[config.mk]
export PLATFORM = sky130hd
export DESIGN_NAME = mdio_cmd_engine
export DESIGN_NICKNAME = d
export VERILOG_FILES = /design/src/rtl/mdio_eng_pkg.sv /design/src/rtl/mdio_clkdiv.sv /design/src/rtl/mdio_framer.sv /design/src/rtl/mdio_cmd_engine.sv
export SDC_FILE = /design/constraint.sdc
export NUM_CORES = 1
export LEC_CHECK = 0
export ABC_AREA = 0
export CAP_MARGIN = 20
export CORE_MARGIN = 2
export CORE_UTILIZATION = 49
export DETAILED_ROUTE_END_ITERATION = 16
export DONT_BUFFER_PORTS = 1
export GPL_TIMING_DRIVEN = 0
export HOLD_SLACK_MARGIN = 0.05
export PLACE_DENSITY = 0.75
export SLEW_MARGIN = 20
export SYNTH_ARGS = -nofsm -noshare
export SYNTH_HDL_FRONTEND = slang
export SYNTH_HIERARCHICAL = 1
export SYNTH_SLANG_ARGS = --single-unit
[constraint.sdc]
create_clock -name clk -period 2.5 [get_ports clk]
set_input_delay 0 -clock clk [delete_from_list [all_inputs] [get_ports clk]]
set_output_delay 0 -clock clk [all_outputs]
set_load 0.1 [all_outputs]
[src/rtl/mdio_eng_pkg.sv]
// Package: shared command-word layout and constants for the MDIO command engine.
// Assumes a 16-bit command word whose field positions are fixed by software.
package mdio_eng_pkg;
    localparam int WORD_W   = 16;
    localparam int FRAME_W  = 64;
    localparam int PRE_W    = 32;
    localparam int TA_IDX   = 46;   // first turnaround bit in the frame
    localparam int RDAT_IDX = 48;   // first read data bit in the frame

    typedef enum logic [1:0] {
        FN_INT   = 2'b00,
        FN_EXT   = 2'b01,
        FN_SETUP = 2'b10,
        FN_RSVD  = 2'b11
    } func_e;

    typedef struct packed {
        logic       busy;
        func_e      func;
        logic       c22;
        logic [1:0] op;
        logic [4:0] phy;
        logic [4:0] regad;
    } cmd_t;
endpackage

[src/rtl/mdio_clkdiv.sv]
// Module: MDC generator. Produces a 50% duty MDC from clk while run is high,
// with one-cycle pulses on the clk edge where MDC rises or falls.
// Assumes run is high for the whole frame; MDC is held low when run is low.
module mdio_clkdiv #(
    parameter int DIV_HALF = 2
) (
    input  logic clk,
    input  logic rst_n,
    input  logic run,
    output logic mdc,
    output logic rise,
    output logic fall
);
    localparam int CW = (DIV_HALF > 1) ? $clog2(DIV_HALF) : 1;

    logic [CW-1:0] cnt;
    logic          wrap;

    assign wrap = run && (cnt == CW'(DIV_HALF - 1));
    assign rise = wrap && !mdc;
    assign fall = wrap && mdc;

    // Count half periods and toggle MDC at each wrap.
    always_ff @(posedge clk) begin
        if (!rst_n || !run) begin
            cnt <= '0;
            mdc <= 1'b0;
        end else if (wrap) begin
            cnt <= '0;
            mdc <= ~mdc;
        end else begin
            cnt <= cnt + 1'b1;
        end
    end
endmodule

[src/rtl/mdio_framer.sv]
// Module: frame shifter. Loads a 64-bit frame on start, presents bits MSB
// first, advances on MDC falls and samples read data on MDC rises.
// Assumes start only arrives while idle; done pulses on the final fall.
module mdio_framer
    import mdio_eng_pkg::*;
(
    input  logic               clk,
    input  logic               rst_n,
    input  logic               start,
    input  logic [FRAME_W-1:0] frame,
    input  logic               is_read,
    input  logic               rise,
    input  logic               fall,
    input  logic               sdi,
    output logic               active,
    output logic               sdo,
    output logic               sdo_oe,
    output logic               done,
    output logic [WORD_W-1:0]  rx_word
);
    localparam int IW = $clog2(FRAME_W);

    logic [FRAME_W-1:0] sreg;
    logic [IW-1:0]      idx;
    logic               rd_q;

    assign done   = active && fall && (idx == IW'(FRAME_W - 1));
    assign sdo    = active ? sreg[FRAME_W-1] : 1'b1;
    assign sdo_oe = active && !(rd_q && (idx >= IW'(TA_IDX)));

    // Frame sequencing: load, shift on falling MDC, stop after the last bit.
    always_ff @(posedge clk) begin
        if (!rst_n) begin
            active <= 1'b0;
            sreg   <= '0;
            idx    <= '0;
            rd_q   <= 1'b0;
        end else if (start && !active) begin
            active <= 1'b1;
            sreg   <= frame;
            idx    <= '0;
            rd_q   <= is_read;
        end else if (done) begin
            active <= 1'b0;
        end else if (active && fall) begin
            idx  <= idx + 1'b1;
            sreg <= {sreg[FRAME_W-2:0], 1'b1};
        end
    end

    // Read capture: shift in PHY data on rising MDC during the data field.
    always_ff @(posedge clk) begin
        if (!rst_n) begin
            rx_word <= '0;
        end else if (active && rise && rd_q && (idx >= IW'(RDAT_IDX))) begin
            rx_word <= {rx_word[WORD_W-2:0], sdi};
        end
    end
endmodule

[src/rtl/mdio_cmd_engine.sv]
// Module: top of the MDIO command engine. Holds the command and data words,
// decodes a command into a frame, and routes it to the internal or
// external bus. Assumes software waits for busy to clear between commands.
module mdio_cmd_engine
    import mdio_eng_pkg::*;
#(
    parameter int DIV_HALF  = 2,
    parameter int AW        = 5,
    parameter int CMD_ADDR  = 24,
    parameter int DATA_ADDR = 25
) (
    input  logic              clk,
    input  logic              rst_n,
    input  logic              reg_wr,
    input  logic [AW-1:0]     reg_addr,
    input  logic [WORD_W-1:0] reg_wdata,
    output logic [WORD_W-1:0] reg_rdata,
    output logic              mdc_int,
    output logic              mdio_int_o,
    output logic              mdio_int_oe,
    input  logic              mdio_int_i,
    output logic              mdc_ext,
    output logic              mdio_ext_o,
    output logic              mdio_ext_oe,
    input  logic              mdio_ext_i
);
    localparam int NBUS = 2;

    cmd_t               cmd_q;
    cmd_t               cmd_in;
    logic [WORD_W-1:0]  data_q;
    logic               hit_cmd, hit_data, launch, in_read;
    logic [FRAME_W-1:0] frame;
    logic               mdc, rise, fall, active, sdo, sdo_oe, done, sdi;
    logic [WORD_W-1:0]  rx_word;
    logic [NBUS-1:0]    bus_on, mdc_b, mdo_b, oe_b;

    assign cmd_in   = cmd_t'(reg_wdata);
    assign hit_cmd  = reg_wr && (reg_addr == AW'(CMD_ADDR));
    assign hit_data = reg_wr && (reg_addr == AW'(DATA_ADDR));
    assign launch   = hit_cmd && !cmd_q.busy && cmd_in.busy &&
                      (cmd_in.func == FN_INT || cmd_in.func == FN_EXT);
    assign in_read  = cmd_in.op[1];

    // Frame assembly from the incoming command and the current data word.
    always_comb begin
        frame = {{PRE_W{1'b1}},
                 cmd_in.c22 ? 2'b01 : 2'b00,
                 cmd_in.op, cmd_in.phy, cmd_in.regad,
                 in_read ? 2'b11 : 2'b10,
                 in_read ? {WORD_W{1'b1}} : data_q};
    end

    // Command word: store while idle, set busy on launch, clear on done.
    always_ff @(posedge clk) begin
        if (!rst_n) begin
            cmd_q <= '0;
        end else if (hit_cmd && !cmd_q.busy) begin
            cmd_q      <= cmd_in;
            cmd_q.busy <= launch;
        end else if (done) begin
            cmd_q.busy <= 1'b0;
        end
    end

    // Data word: load from software while idle, take the read result on done.
    always_ff @(posedge clk) begin
        if (!rst_n) begin
            data_q <= '0;
        end else if (done && cmd_q.op[1]) begin
            data_q <= rx_word;
        end else if (hit_data && !cmd_q.busy) begin
            data_q <= reg_wdata;
        end
    end

    // Register read mux.
    always_comb begin
        if (reg_addr == AW'(CMD_ADDR))       reg_rdata = cmd_q;
        else if (reg_addr == AW'(DATA_ADDR)) reg_rdata = data_q;
        else                                 reg_rdata = '0;
    end

    mdio_clkdiv #(.DIV_HALF(DIV_HALF)) u_div (
        .clk(clk), .rst_n(rst_n), .run(active),
        .mdc(mdc), .rise(rise), .fall(fall)
    );

    mdio_framer u_frm (
        .clk(clk), .rst_n(rst_n), .start(launch), .frame(frame),
        .is_read(in_read), .rise(rise), .fall(fall), .sdi(sdi),
        .active(active), .sdo(sdo), .sdo_oe(sdo_oe), .done(done),
        .rx_word(rx_word)
    );

    assign sdi = cmd_q.func[0] ? mdio_ext_i : mdio_int_i;

    // Bus steering: bus 0 is internal, bus 1 external; idle bus stays quiet.
    for (genvar b = 0; b < NBUS; b++) begin : g_bus
        assign bus_on[b] = active && (cmd_q.func[0] == (b == 1));
        assign mdc_b[b]  = mdc && bus_on[b];
        assign mdo_b[b]  = bus_on[b] ? sdo : 1'b1;
        assign oe_b[b]   = bus_on[b] && sdo_oe;
    end

    assign mdc_int     = mdc_b[0];
    assign mdio_int_o  = mdo_b[0];
    assign mdio_int_oe = oe_b[0];
    assign mdc_ext     = mdc_b[1];
    assign mdio_ext_o  = mdo_b[1];
    assign mdio_ext_oe = oe_b[1];
endmodule

==> results of run 1 <==
## cells in the mapped netlist, drive strengths merged (17+ instances only)
cell type,count
a2bb2oi,63
clkbuf,52
o21ai,81
nand2,101
a22o,17
mux2i,37
o211ai,64
dfxtp,122
a211oi,19
and4,64
nand3,89
buf,56
## critical path: cells and delay by family (launching register included)
family / cells / cell delay [ps]
flops: 1 / 440
buf+inv: 2 / 560
simple gates: 2 / 930
## worst min-delay path by stage
stage               cells past startpoint                          end           from
floorplan                               2  u_frm/sreg[16]$_SDFFE_PN0P_  reg_wdata[11]
global placement                        2  u_frm/sreg[25]$_SDFFE_PN0P_   reg_wdata[7]
detailed placement                      2  u_frm/sreg[21]$_SDFFE_PN0P_   reg_wdata[3]
CTS                                     4       cmd_q[11]$_SDFFE_PN0P_         reg_wr
global route                            3    u_frm/idx[4]$_SDFFE_PP0P_          rst_n
finish                                  3    u_frm/idx[4]$_SDFFE_PP0P_          rst_n
## cell families (layout without fill, tap and decap cells)
logic type,count (synthesis),in the layout,synth area share
compound gates,280,280,0.293
xor+xnor,1,1,0.00119
fa+ha+maj,2,2,0.00341
buf+inv,112,166,0.0766
flops,122,122,0.333
mux,38,38,0.0520
other cells,2,36,0.00102
simple gates,306,306,0.239
## through the flow
| step | hold WS [ps] | TNS, ps | instance area, um^2 | total power [W] | utilization |
|---|---|---|---|---|---|
| global placement | 132 | -6640 | 7680 | 0.00215 | 0.527 |
| finish | 111 | 0 | 8540 | 0.00469 | 0.585 |
| detailed placement | 135 | -7270 | 7680 | 0.00216 | 0.527 |
| CTS | 84.4 | 0 | 8520 | 0.00470 | 0.584 |
| floorplan | 126 | 0 | 7450 | 0.00212 | - |
| global route | 113 | 0 | 8540 | 0.00480 | 0.585 |
## state kept, by name, summed over array words and instances (netlist names)
name,count
u_div/cnt,1
cmd_q,16
u_div/mdc,1
u_frm/rx_word,16
u_frm/sreg,64
data_q,16
u_frm/rd_q,1
u_frm/idx,6
u_frm/active,1
## where the power goes
part / switching (W) / internal, W
Combinational: 0.000131 / 0.0000724
Clock: 0.000954 / 0.00157
Sequential: 0.00000701 / 0.00195
Total: 0.00109 / 0.00360
## cell type report
cell class,instances,area share
timing repair buffer,22,0.0255
tap,184,0.0270
buffer,108,0.0651
antenna,2,0.000586
clock buffer,18,0.0503
inverter,4,0.00176
sequential,122,0.286
multi-input combinational,661,0.523
clock inverter,14,0.0202
## per-layer routing
metal / up-vias / global-route usage / wire, um
li1: 3402 / - / -
met1: 3367 / 0.385 / 9780
met2: 293 / 0.389 / 9440
met3: 22 / 0.0654 / 1570
met4: 2 / 0.0886 / 259
met5: - / 0 / 13
## what timing repair did
| action | 4_1_cts | 5_1_grt |
|---|---|---|
| cloned | 0 | 0 |
| hold endpoints to repair | 59 | 0 |
| buffers inserted | 1 | 0 |
| hold buffers | 21 | 0 |
| setup endpoints to repair | 72 | 11 |
| resized for setup | 5 | 8 |
==> summary.json, run 1 <==
{
  "clock-skew-final_ps": 5.73,
  "tritoncts": "done",
  "clkTransAtPathRegs_ps": 60,
  "post-route-min-period_ps": 2350,
  "yosysTopAreaCellShare": 0.333,
  "instances_no_fill": 1135,
  "ctsRootBufferMaster": "sky130_fd_sc_hd__clkbuf_16",
  "multi_input_comb_area_um2": 4470,
  "grt_first_pass_wirelength_mm": 34.8,
  "max_freq_ghz": 0.425,
  "worstSetupStartpoint": "u_frm/active$_SDFFE_PN0P_",
  "max-slew-margin-rel": 0.300,
  "status": "complete, no violations",
  "initialDrtViolationCount": 760,
  "yosys.cell_types.count": 47,
  "setup_viol": 0,
  "overall_overflow_remaining_after_global_route": 0,
  "initial_utilization": 0.503,
  "clkLatencyLatePin_ps": 420,
  "timing.critical_path.arrival_ps": 2350,
  "final_cell_mix": "sky130_fd_sc_hd__dfxtp_1 (121), sky130_fd_sc_hd__nand2_1 (97), sky130_fd_sc_hd__nand3_1 (88)",
  "grt_pass1_vias": 6586,
  "timing.critical_path.required_ps": 2500,
  "synth.largest_area_cell": "sky130_fd_sc_hd__dfxtp_1",
  "cts-htree-levels": 4,
  "avgRoutedWirePerCell_um": 18.6,
  "detail_route.wirelength_mm": 21.1,
  "floorplan.die.width_um": 126,
  "grt_util_all_layers": 0.266,
  "worst_path_cell_with_the_longest_stage_delay": "sky130_fd_sc_hd__nand3b_1",
  "nets": 964,
  "numClockSinks": 122,
  "post_synthesis_mean_instance_area_um2": 8.50,
  "critPathCaptureType": "primary output",
  "max-vdd-ir-drop_mv": 0.436,
  "worst_setup_path_endpoint": "mdio_ext_o",
  "hold_path_class": "primary input to flip-flop",
  "crit_path_start_kind": "flip-flop",
  "sequential_cell_area_um2": 2440,
  "synthesized_area_um2": 7330,
  "drv_slew": 0,
  "count_of_state_elements_after_synthesis": 122,
  "rsz0062_at_grt": "false",
  "place_congestion": 0.863,
  "layout-drive-gt1-share": 0.157,
  "drc_errors": 0,
  "worstRegToRegCells": 11,
  "grt_start_max_net_pins": 17,
  "critical_path_cell_list": "buf_2, clkbuf_2, nand2b_1, nand3b_1",
  "synth.area.top_cells": "sky130_fd_sc_hd__dfxtp_1 (33%), sky130_fd_sc_hd__and4_1 (7.6%), sky130_fd_sc_hd__a2bb2oi_1 (7.5%)",
  "ant_nets": 0,
  "count_of_input_and_output_buffers": 0,
  "reg2reg_setup_slack_ps": 160,
  "most_frequent_standard_cell_in_the_layout_excluding_fill_and_tap_cells": "sky130_fd_sc_hd__dfxtp_1",
  "synthesis.instances": 863,
  "cts_buffers": 17,
  "post_synth_edffs": 0,
  "detailed_placer_s_ending_hpwl_mm": 13.9,
  "finalHoldViolCount": 0,
  "timing.critical_path.fanout_max": 10,
  "critical_path.reg2reg.endpoint": "data_q[10]$_SDFFE_PN0P_",
  "final.period_utilization": 0.941,
  "max-cap-violations": 0,
  "fillerInstances": 1248,
  "placed_cells": 1079,
  "proportion_of_register_bits_with_asynchronous_set_or_reset_after_synthesis": 0,
  "synth.yosys.warnings": 6,
  "drt_first_pass_iters": 5,
  "yosys_most_used_dff": "sky130_fd_sc_hd__dfxtp_1",
  "crit_path_max_incr_delay_ps": 830,
  "post-place-ws_ps": -159,
  "final_worst_setup_slack_ps": 148,
  "floorplan.rows": 44,
  "synth-seq-area-share": 0.333,
  "cts_buffer_depth": 2,
  "area_overhead_of_the_layout_relative_to_synthesis_pct": 16.5,
  "timing_worst_setup_path_type": "flip-flop to primary output",
  "pin_count": 48,
  "vias": 7086,
  "regToRegStartpoint": "u_frm/idx[0]$_SDFFE_PP0P_",
  "p_leak_nw": 3.16,
  "antenna_found_initial": 3,
  "power_density_nw_per_um2": 549,
  "coreArea_um2": 14600,
  "pin_slew_with_the_least_headroom_to_its_limit_ps": 1050,
  "detail_route.vias_per_cell": 6.24,
  "dieHeight_um": 126,
  "dieArea_um2": 16000
}
(Power assumes the default switching activity.)
==> run 2: changes to the inputs <==
--- a/config.mk
+++ b/config.mk
@@ -8,12 +8,12 @@
 export ABC_AREA = 0
 export CAP_MARGIN = 20
 export CORE_MARGIN = 2
-export CORE_UTILIZATION = 49
+export CORE_UTILIZATION = 47
 export DETAILED_ROUTE_END_ITERATION = 16
 export DONT_BUFFER_PORTS = 1
 export GPL_TIMING_DRIVEN = 0
 export HOLD_SLACK_MARGIN = 0.05
-export PLACE_DENSITY = 0.75
+export PLACE_DENSITY = 0.73
 export SLEW_MARGIN = 20
 export SYNTH_ARGS = -nofsm -noshare
 export SYNTH_HDL_FRONTEND = slang
==> summary.json, run 2 (synthesized netlist as in run 1, its figures left out) <==
{
  "clkTransAtPathRegs": {"value": 60, "unit": "ps", "change": "about the same"},
  "clkPwrFrac": {"value": 0.554, "change": "was 0.539"},
  "number_of_flip_flops_in_the_largest_register": {"value": 64, "change": "unchanged"},
  "dieArea": {"value": 16600, "unit": "um^2", "change": "was 16000 um^2"},
  "p_leak": {"value": 3.18, "unit": "nW", "change": "was 3.16 nW"},
  "grt_first_pass_wirelength": {"value": 35.8, "unit": "mm", "change": "was 34.8 mm"},
  "hold_path_class": {"value": "primary input to flip-flop", "change": "unchanged"},
  "final.period_utilization": {"value": 0.964, "change": "was 0.941"},
  "grt_util_all_layers": {"value": 0.271, "change": "was 0.266"},
  "timing.critical_path.fanout_max": {"value": 10, "change": "unchanged"},
  "instances_no_fill": {"value": 1140, "change": "was 1135"},
  "cpLargestDelayFamily": {"value": "simple AND/OR/NAND/NOR gates", "change": "unchanged"},
  "max-vdd-ir-drop": {"value": 0.440, "unit": "mV", "change": "was 0.436 mV"},
  "clkLatencyLatePin": {"value": 440, "unit": "ps", "change": "was 420 ps"},
  "power_density": {"value": 565, "unit": "nW/um^2", "change": "was 549 nW/um^2"},
  "rsz0062_at_grt": {"value": "false", "change": "unchanged"},
  "cts-htree-levels": {"value": 4, "change": "unchanged"},
  "detail_route.vias_per_cell": {"value": 6.31, "change": "was 6.24"},
  "share_of_total_power_consumed_by_net_switching": {"value": 0.237, "change": "was 0.233"},
  "antenna_found_initial": {"value": 2, "change": "was 3"},
  "max-cap-violations": {"value": 0, "change": "unchanged"},
  "fillerInstances": {"value": 1404, "change": "was 1248"},
  "cts_buffer_depth": {"value": 2, "change": "unchanged"},
  "layout-drive-gt1-share": {"value": 0.160, "change": "was 0.157"},
  "tritoncts": {"value": "done", "change": "unchanged"},
  "pin_slew_with_the_least_headroom_to_its_limit": {"value": 1050, "unit": "ps", "change": "about the same"},
  "placed_cells": {"value": 1083, "change": "was 1079"},
  "post-route-min-period": {"value": 2410, "unit": "ps", "change": "was 2350 ps"},
  "critical_path_buf_inv_count": {"value": 2, "change": "unchanged"},
  "internal_power": {"value": 0.00371, "unit": "W", "change": "was 0.00360 W"},
  "grt_pass1_vias": {"value": 6856, "change": "was 6586"},
  "drv_slew": {"value": 0, "change": "unchanged"},
  "coreArea": {"value": 15200, "unit": "um^2", "change": "was 14600 um^2"},
  "status": {"value": "complete, no violations", "change": "unchanged"},
  "grt_start_max_net_pins": {"value": 17, "change": "unchanged"},
  "clock-skew-final": {"value": 10.9, "unit": "ps", "change": "was 5.73 ps"},
  "initial_utilization": {"value": 0.482, "change": "was 0.503"},
  "report.power.total": {"value": 0.00486, "unit": "W", "change": "was 0.00469 W"},
  "pin_count": {"value": 48, "change": "unchanged"},
  "setup_viol": {"value": 0, "change": "unchanged"},
  "overall_overflow_remaining_after_global_route": {"value": 0, "change": "unchanged"},
  "count_of_input_and_output_buffers": {"value": 0, "change": "unchanged"},
  "max-slew-margin-rel": {"value": 0.301, "change": "was 0.300"},
  "avgRoutedWirePerCell": {"value": 19.4, "unit": "um", "change": "was 18.6 um"},
  "nets": {"value": 965, "change": "was 964"},
  "critPathCaptureType": {"value": "primary output", "change": "unchanged"},
  "finalHoldViolCount": {"value": 0, "change": "unchanged"},
  "timing_worst_setup_path_type": {"value": "flip-flop to primary output", "change": "unchanged"},
  "area_overhead_of_the_layout_relative_to_synthesis": {"value": 17.4, "unit": "%", "change": "was 16.5%"},
  "dieHeight": {"value": 129, "unit": "um", "change": "was 126 um"},
  "total_switching_power": {"value": 0.00115, "unit": "W", "change": "was 0.00109 W"},
  "vias": {"value": 7194, "change": "was 7086"},
  "drt_first_pass_iters": {"value": 5, "change": "unchanged"},
  "ctsRootBufferMaster": {"value": "sky130_fd_sc_hd__clkbuf_16", "change": "unchanged"},
  "floorplan.die.width": {"value": 129, "unit": "um", "change": "was 126 um"},
  "drc_errors": {"value": 0, "change": "unchanged"},
  "floorplan.rows": {"value": 45, "change": "was 44"},
  "timing.critical_path.required": {"value": 2500, "unit": "ps", "change": "about the same"},
  "max_flop_register": {"value": "u_frm/sreg", "change": "unchanged"},
  "post-cts-setup-buffer-count": {"value": 0, "change": "was 1"},
  "critical_path_cell_list": {"value": "buf_2, clkbuf_2, nand2b_1, nand3b_1", "change": "unchanged"},
  "crit_path_start_kind": {"value": "flip-flop", "change": "unchanged"},
  "initialDrtViolationCount": {"value": 766, "change": "was 760"},
  "final_cell_mix": {"value": "sky130_fd_sc_hd__dfxtp_1 (120), sky130_fd_sc_hd__nand2_1 (97), sky130_fd_sc_hd__nand3_1 (88)", "change": "was sky130_fd_sc_hd__dfxtp_1 (121), sky130_fd_sc_hd__nand2_1 (97), sky130_fd_sc_hd__nand3_1 (88)"},
  "place_congestion": {"value": 0.878, "change": "was 0.863"},
  "numClockSinks": {"value": 122, "change": "unchanged"},
  "timing.critical_path.arrival": {"value": 2410, "unit": "ps", "change": "was 2350 ps"},
  "crit_path_max_incr_delay": {"value": 840, "unit": "ps", "change": "was 830 ps"},
  "share_comb_of_total_power": {"value": 0.043, "change": "about the same"},
  "worst_path_cell_with_the_longest_stage_delay": {"value": "sky130_fd_sc_hd__nand3b_1", "change": "unchanged"},
  "seq_power_share": {"value": 0.403, "change": "was 0.418"},
  "ant_nets": {"value": 0, "change": "unchanged"},
  "most_frequent_standard_cell_in_the_layout_excluding_fill_and_tap_cells": {"value": "sky130_fd_sc_hd__dfxtp_1", "change": "unchanged"},
  "max_freq": {"value": 0.415, "unit": "GHz", "change": "was 0.425 GHz"},
  "cts_buffers": {"value": 17, "change": "unchanged"},
  "detailed_placer_s_ending_hpwl": {"value": 14.1, "unit": "mm", "change": "was 13.9 mm"},
  "detail_route.wirelength": {"value": 22.1, "unit": "mm", "change": "was 21.1 mm"}
}
run 2: cell count changes in the layout (fill, tap and decap cells not counted), sizes merged:
cell,delta
buf,-1
bufinv,+1
clkbuf,-1
clkinv,-3
clkinvlp,-1
dlygate4sd3,+2
inv,+4
run 2: cell type report:
type	instances	area [um^2]	share of cell area
diodes	2	5.00	0.000582
repair buffers	23	230	0.0268
plain buffers	108	559	0.0650
clock inverters	15	211	0.0246
well taps	188	235	0.0273
flip-flops and latches	122	2440	0.284
clock buffers	17	425	0.0494
multi-input cells	661	4480	0.520
inverters	4	15.0	0.00174
run 2: final timing paths:
kind,start,to,slack [ps],cells after the start
setup / recovery,u_frm/active$_SDFFE_PN0P_,mdio_ext_o,90,4
hold / removal,rst_n,u_frm/idx[4]$_SDFFE_PP0P_,120,3
hold reg to reg,cmd_q[8]$_SDFFE_PN0P_,cmd_q[8]$_SDFFE_PN0P_,460,2
setup reg to reg,u_frm/idx[1]$_SDFFE_PP0P_,data_q[8]$_SDFFE_PN0P_,120,11
run 2: power groups by stage:
stage,sequential [W],combinational (W),clock [W]
4_1_cts,0.00196,0.000201,0.00272
3_5_place_dp,0.00200,0.000155,0
6_report,0.00196,0.000209,0.00270
3_3_place_gp,0.00200,0.000153,0
2_1_floorplan,0.00200,0.000119,0
5_1_grt,0.00196,0.000223,0.00281
run 2: worst reg2reg max path, cell delays in order, from the launching register on:
cell and delay [ps]:
sky130_fd_sc_hd__dfxtp_2 360, sky130_fd_sc_hd__ha_2 210, sky130_fd_sc_hd__nand3_2 120, sky130_fd_sc_hd__buf_6 190, sky130_fd_sc_hd__buf_6 150, sky130_fd_sc_hd__buf_6 150
sky130_fd_sc_hd__nor3_4 230, sky130_fd_sc_hd__buf_6 190, sky130_fd_sc_hd__nand2_4 110, sky130_fd_sc_hd__buf_6 180, sky130_fd_sc_hd__mux2i_2 170, sky130_fd_sc_hd__a211oi_2 240
run 2: metal layers:
layer  up-vias  global-route usage  part of all wire
met1      3462               0.372              0.47
met5         -                   0           0.00050
li1       3402                   -                 -
met3        49              0.0640             0.068
met4         2              0.0914             0.024
met2       279               0.420              0.44
run 2: stage by stage:
stage | cell area (um^2) | utilization | worst slack, ps | TNS [ps] | hold slack, ps
detailed placement | 7690 | 0.506 | -146 | -8130 | 136
finish | 8600 | 0.566 | 89.6 | 0 | 119
global route | 8600 | 0.566 | 15.3 | 0 | 138
CTS | 8590 | 0.565 | 7.88 | 0 | 106
floorplan | 7450 | - | 325 | 0 | 126
global placement | 7690 | 0.506 | -158 | -7730 | 133
run 2: repair_timing:
item / in CTS / in global routing
resized for setup: 11 / 4
setup endpoints to repair: 73 / 37
hold endpoints to repair: 59 / 0
hold buffers: 23 / 0
